<file path="src/rtl/sync_nmi_pkg.sv">
package sync_nmi_pkg;

    parameter int H_TOTAL = 207;
    parameter int HS_BEG  = 16;
    parameter int HS_END  = 32;
    parameter int LINE_W  = 3;

    localparam logic [2:0] PORT_NMI_ON    = 3'd6;
    localparam logic [2:0] PORT_NMI_OFF   = 3'd5;
    localparam logic [2:0] PORT_FRAME_END = 3'd7;

    typedef enum logic [1:0] {
        IO_NONE,
        IO_NMI_ON,
        IO_NMI_OFF,
        IO_FRAME_END
    } io_cmd_e;

    typedef struct packed {
        logic hsync;
        logic hs_rise;
    } hpulse_t;

    function automatic io_cmd_e decode_io(input logic wr, input logic [2:0] addr);
        io_cmd_e c;
        c = IO_NONE;
        if (wr) begin
            case (addr)
                PORT_NMI_ON:    c = IO_NMI_ON;
                PORT_NMI_OFF:   c = IO_NMI_OFF;
                PORT_FRAME_END: c = IO_FRAME_END;
                default:        c = IO_NONE;
            endcase
        end
        return c;
    endfunction

    function automatic logic in_window(input int cnt, input int lo, input int hi);
        return (cnt >= lo) && (cnt < hi);
    endfunction

endpackage

</file>
<file path="src/rtl/sync_hcount.sv">
module sync_hcount
    import sync_nmi_pkg::*;
#(
    parameter int H_TOT = H_TOTAL,
    parameter int HB    = HS_BEG,
    parameter int HE    = HS_END,
    localparam int CW   = $clog2(H_TOT)
) (
    input  logic          clk,
    input  logic          rst,
    output logic [CW-1:0] cnt_o,
    output hpulse_t       hp_o
);
    localparam logic [CW-1:0] LAST = CW'(H_TOT - 1);

    logic [CW-1:0] cnt_q;
    logic          hs_d;
    logic          hs_now;

    always_ff @(posedge clk) begin
        if (rst) begin
            cnt_q <= '0;
            hs_d  <= 1'b0;
        end else begin
            cnt_q <= (cnt_q == LAST) ? '0 : cnt_q + 1'b1;
            hs_d  <= hs_now;
        end
    end

    always_comb begin
        hs_now        = in_window(int'(cnt_q), HB, HE);
        hp_o.hsync    = hs_now;
        hp_o.hs_rise  = hs_now & ~hs_d;
    end

    assign cnt_o = cnt_q;
endmodule

</file>
<file path="src/rtl/sync_nmi_ctrl.sv">
module sync_nmi_ctrl
    import sync_nmi_pkg::*;
(
    input  logic    clk,
    input  logic    rst,
    input  io_cmd_e cmd,
    input  logic    hsync,
    input  logic    cpu_halt,
    output logic    nmi_en_o,
    output logic    nmi_req_o,
    output logic    wait_req_o
);
    logic en_q;

    always_ff @(posedge clk) begin
        if (rst) begin
            en_q <= 1'b0;
        end else begin
            case (cmd)
                IO_NMI_ON:  en_q <= 1'b1;
                IO_NMI_OFF: en_q <= 1'b0;
                default:    en_q <= en_q;
            endcase
        end
    end

    always_comb begin
        nmi_req_o  = en_q & hsync;
        wait_req_o = en_q & hsync & ~cpu_halt;
    end

    assign nmi_en_o = en_q;
endmodule

</file>
<file path="src/rtl/sync_vline.sv">
module sync_vline
    import sync_nmi_pkg::*;
#(
    parameter int LW = LINE_W
) (
    input  logic          clk,
    input  logic          rst,
    input  io_cmd_e       cmd,
    input  logic          nmi_en,
    input  logic          hs_rise,
    input  logic          vsync_start,
    output logic          vsync_o,
    output logic [LW-1:0] line_o
);
    logic          vs_q;
    logic [LW-1:0] line_q;
    logic          frame_clr;

    assign frame_clr = (cmd == IO_FRAME_END) && !nmi_en;

    always_ff @(posedge clk) begin
        if (rst) begin
            vs_q   <= 1'b0;
            line_q <= '0;
        end else if (frame_clr) begin
            vs_q   <= 1'b0;
            line_q <= '0;
        end else begin
            if (vsync_start && !nmi_en) vs_q <= 1'b1;
            if (hs_rise) line_q <= line_q + 1'b1;
        end
    end

    assign vsync_o = vs_q;
    assign line_o  = line_q;
endmodule

</file>
<file path="src/rtl/sync_nmi_gen.sv">
module sync_nmi_gen
    import sync_nmi_pkg::*;
#(
    parameter int H_TOT = H_TOTAL,
    parameter int HB    = HS_BEG,
    parameter int HE    = HS_END,
    parameter int LW    = LINE_W,
    localparam int CW   = $clog2(H_TOT)
) (
    input  logic          clk,
    input  logic          rst,
    input  logic          io_wr,
    input  logic [2:0]    io_addr,
    input  logic          cpu_halt,
    input  logic          vsync_start,
    output logic          csync,
    output logic          video_white,
    output logic          nmi_req,
    output logic          wait_req,
    output logic [LW-1:0] line_cnt
);
    io_cmd_e       cmd;
    hpulse_t       hp;
    logic [CW-1:0] h_cnt;
    logic          hsync;
    logic          vsync;
    logic          nmi_en;

    assign cmd   = decode_io(io_wr, io_addr);
    assign hsync = hp.hsync;

    sync_hcount #(.H_TOT(H_TOT), .HB(HB), .HE(HE)) u_hcnt (
        .clk   (clk),
        .rst   (rst),
        .cnt_o (h_cnt),
        .hp_o  (hp)
    );

    sync_nmi_ctrl u_nmi (
        .clk        (clk),
        .rst        (rst),
        .cmd        (cmd),
        .hsync      (hsync),
        .cpu_halt   (cpu_halt),
        .nmi_en_o   (nmi_en),
        .nmi_req_o  (nmi_req),
        .wait_req_o (wait_req)
    );

    sync_vline #(.LW(LW)) u_vline (
        .clk         (clk),
        .rst         (rst),
        .cmd         (cmd),
        .nmi_en      (nmi_en),
        .hs_rise     (hp.hs_rise),
        .vsync_start (vsync_start),
        .vsync_o     (vsync),
        .line_o      (line_cnt)
    );

    always_comb begin
        csync       = hsync | vsync;
        video_white = ~csync;
    end
endmodule

</file>
<file path="config.mk">
export PLATFORM = sky130hd
export DESIGN_NAME = sync_nmi_gen
export DESIGN_NICKNAME = d
export VERILOG_FILES = /design/src/rtl/sync_nmi_pkg.sv /design/src/rtl/sync_hcount.sv /design/src/rtl/sync_nmi_ctrl.sv /design/src/rtl/sync_vline.sv /design/src/rtl/sync_nmi_gen.sv
export SDC_FILE = /design/constraint.sdc
export NUM_CORES = 1
export LEC_CHECK = 0
export BUFFER_PORTS_ARGS = -buffer_cell sky130_fd_sc_hd__buf_4
export CORE_ASPECT_RATIO = 0.8
export CORE_MARGIN = 4
export CORE_UTILIZATION = 30
export CTS_CLUSTER_SIZE = 20
export DETAILED_ROUTE_END_ITERATION = 8
export GPL_TIMING_DRIVEN = 1
export PLACE_DENSITY = 0.53
export REMOVE_ABC_BUFFERS = 1
export SYNTH_ARGS = -nofsm -noshare
export SYNTH_HDL_FRONTEND = slang
export SYNTH_HIERARCHICAL = 1
export SYNTH_SLANG_ARGS = --single-unit
export TNS_END_PERCENT = 50
</file>
<file path="constraint.sdc">
create_clock -name clk -period 4.1 [get_ports clk]
set_input_delay 0.205 -clock clk [delete_from_list [all_inputs] [get_ports clk]]
set_output_delay 0.205 -clock clk [all_outputs]
set_load 0.02 [all_outputs]
</file>
==> flow_summary_export.csv <==
group,metric,value,unit
clocking,numCtsBuffers,3,
critical_path,cp_num_buf_inv,2,
route,antenna_left,0,
placement,portBuffers,14,
power_and_ir_drop,power.total,259,uW
grt,globalRouteOverflowTotal,0,
power_and_ir_drop,clockPowerShare,0.293,
power_and_ir_drop,power_frac_comb,0.120,
placement,dp_cells,117,
clocking,cts.sinks,14,
clocking,clk_pin_slew,80,ps
logic_synthesis,netlist_instances,80,
critical_path,cp_max_fo,10,
finish,fillCellCount,240,
sta,worst_hold_slack,195,ps
grt,grt_antenna_before_repair,0,
grt,grt_pass1_wl,2310,um
sta,max_slew.worst_pin.slew,435,ps
sta,grt_setup_unrepaired,"no",
logic_synthesis,synth-edff-count,0,
critical_path,slowest_delay,660,ps
route,routed_wl,1360,um
grt,grt_max_degree,13,
floorplan,die_w,62.8,um
sta,hold_violations,0,
sta,fin_crit,2150,ps
logic_synthesis,seq_area_frac_synth,0.389,
critical_path,crit_slowest_cell,"or4b_2",
finish,area_growth,20.0,%
finish,layout-drive-gt1-share,0.242,
outcome,status,"complete, no violations",
power_and_ir_drop,p_int,193,uW
clocking,cts_root_buf,"clkbuf_4",
power_and_ir_drop,switching_share,0.253,
clocking,cts_hold_buf,0,
floorplan,start_util,0.325,
clocking,post_cts_buffers,0,
floorplan,ios,15,
floorplan,dieHeight,51.8,um
critical_path,cpLargestDelayFamily,"simple AND/OR/NAND/NOR gates",
clocking,cts_tree,"yes",
finish,antenna_cells,0,
placement,gp_congestion,0.734,
sta,finalClockSkew,3.66,ps
clocking,insertion_delay,270,ps
sta,setup_tns,0,ps
grt,grt_use_total,0.0933,
critical_path,critPathKind,"reg2out",
finish,layout.nets,110,
route,remaining_drc_errors,0,
route,vias_per_cell,4.82,
worst_hold_path,hold_class,"in2reg",
power_and_ir_drop,ir_worst_vdd,0.117,mV
floorplan,coreArea,2210,um^2
route,wl_per_cell,11.3,um
logic_synthesis,ys_types,32,
critical_path,cp_data_arrival_time,1940,ps
power_and_ir_drop,switchingPower,65.4,uW
logic_synthesis,synth-seq-cells,14,
sta,finalMaxSlewViolations,0,
power_and_ir_drop,power_frac_seq,0.587,
sta,fmax,0.466,GHz
finish,layout.cells.non_filler,120,
route,dr.pass1.iters,6,
power_and_ir_drop,power_density,299,nW/um^2
clocking,ctsResizeCount,0,
placement,dp_hpwl,1030,um
route,drt_iter0_drc,14,
route,routed-via-count,578,
clocking,htreeDepth,1,
logic_synthesis,synth_area,721,um^2
sta,layout_setup_ws,1950,ps
logic_synthesis,ys_async_sr_fraction,0,
placement,pre_cts_slack,2240,ps
floorplan,num_rows,15,
logic_synthesis,synthFlopType,"dfxtp_1",
critical_path,start_kind,"flip-flop",
grt,first_global_vias,521,
sta,fin_crit_sh,0.524,
critical_path,required,3890,ps
power_and_ir_drop,leakage,0.357,nW
job,max-cap-violations,0,
critical_path,cp_cell_sequence,"or4b_2 > inv_1 > and2_1 > nor2b_1 > buf_4",
floorplan,die_area,3260,um^2
sta,worst_slew_margin_rel,0.707,
critical_path,end_kind,"primary output",
sta,setup_viol,0,
clocking,clock_path_buffers,2,
logic_synthesis,postSynthAreaPerCell,9.01,um^2
logic_synthesis,yosysWarnings,6,
==> registers in the layout, indices dropped and copies added, names as in the netlist <==
signal	count
u_hcnt/hs_d	1
u_nmi/nmi_en_o	1
u_vline/line_o	3
u_hcnt/cnt_o	8
u_vline/vsync_o	1
==> placed cells by master (no fill, tap or decap), types with 2 or more instances in the layout <==
cell and instances:
xnor2_1 2, nand4b_1 2, clkbuf_4 3, nand3_1 4, dfxtp_1 14, a31oi_1 3, ha_1 5, nand2_1 5
or2_1 2, nor3_1 2, buf_4 14, nand2b_1 2, o211ai_1 2, and3_1 2, or3_1 2, a21oi_1 2
a211oi_2 2, nor2_1 6, inv_1 7
==> worst register-to-register path: cells and delay by family, from the launching register on <==
| kind | cells | cell delay [ps] |
|---|---|---|
| AO/OA/AOI/OAI | 1 | 220 |
| flip-flops | 1 | 470 |
| AND/OR/NAND/NOR | 3 | 1100 |
==> synth_stat cells (2+ instances only) <==
cell | count | area share
a211oi_2 | 2 | 0.035
a21oi_1 | 2 | 0.014
a31oi_1 | 3 | 0.026
and3_1 | 2 | 0.017
buf_4 | 2 | 0.021
dfxtp_1 | 14 | 0.39
ha_1 | 5 | 0.087
inv_1 | 7 | 0.036
nand2_1 | 5 | 0.026
nand2b_1 | 2 | 0.017
nand3_1 | 4 | 0.028
nand4b_1 | 2 | 0.024
nor2_1 | 6 | 0.031
nor3_1 | 2 | 0.014
o211ai_1 | 2 | 0.021
or2_1 | 2 | 0.017
or3_1 | 2 | 0.017
xnor2_1 | 2 | 0.024
==> metrics by stage <==
| stage | util | instance area, um^2 |
|---|---|---|
| 2_1_floorplan | - | 706 |
| 3_3_place_gp | 0.380 | 842 |
| 3_5_place_dp | 0.380 | 842 |
| 4_1_cts | 0.390 | 865 |
| 5_1_grt | 0.390 | 865 |
| 6_report | 0.390 | 865 |
==> logic make-up after synthesis <==
| family | share of synthesized area |
|---|---|
| AOI/OAI and AO/OA | 0.151 |
| buffers and inverters | 0.0573 |
| DFF | 0.389 |
| and+or+nand+nor | 0.278 |
| adders and majority gates | 0.0868 |
| xor gates and xnor gates | 0.0243 |
| muxes | 0.0139 |
==> power by group through the flow <==
stage	clock [mW]	sequential, mW	combinational, mW
6_report	0.0759	0.152	0.0312
5_1_grt	0.0882	0.153	0.0350
4_1_cts	0.0805	0.152	0.0314
3_5_place_dp	0	0.155	0.0313
3_3_place_gp	0	0.155	0.0311
2_1_floorplan	0	0.153	0.0193
==> final timing paths <==
| kind | to | from | cells after the start | slack, ps |
|---|---|---|---|---|
| worst max-delay path | wait_req | u_hcnt/cnt_o[4]$_SDFF_PP0_ | 5 | 1950 |
| worst min-delay path | u_nmi/nmi_en_o$_SDFFE_PP0P_ | rst | 2 | 200 |
| worst max register to register | u_vline/line_o[2]$_SDFFE_PP0P_ | u_hcnt/cnt_o[4]$_SDFF_PP0_ | 4 | 2240 |
| worst min register to register | u_vline/vsync_o$_SDFFE_PP0P_ | u_vline/vsync_o$_SDFFE_PP0P_ | 2 | 480 |
==> final cells by class <==
class	count	area (um^2)	area share
Timing Repair Buffer	14	105	0.122
Tap cell	25	31.3	0.0362
Clock buffer	3	22.5	0.0260
Sequential cell	14	280	0.324
Inverter	7	26.3	0.0304
Multi-Input combinational cell	57	399	0.462
==> layer usage <==
| layer | global-route usage | share of wire | vias to the layer above |
|---|---|---|---|
| li1 | - | - | 314 |
| met1 | 0.116 | 0.53 | 260 |
| met2 | 0.140 | 0.43 | 2 |
| met3 | 0.0324 | 0.015 | 2 |
| met4 | 0.0549 | 0.020 | 0 |
| met5 | 0 | 0 | - |
Power figures use the tool's default switching activity.
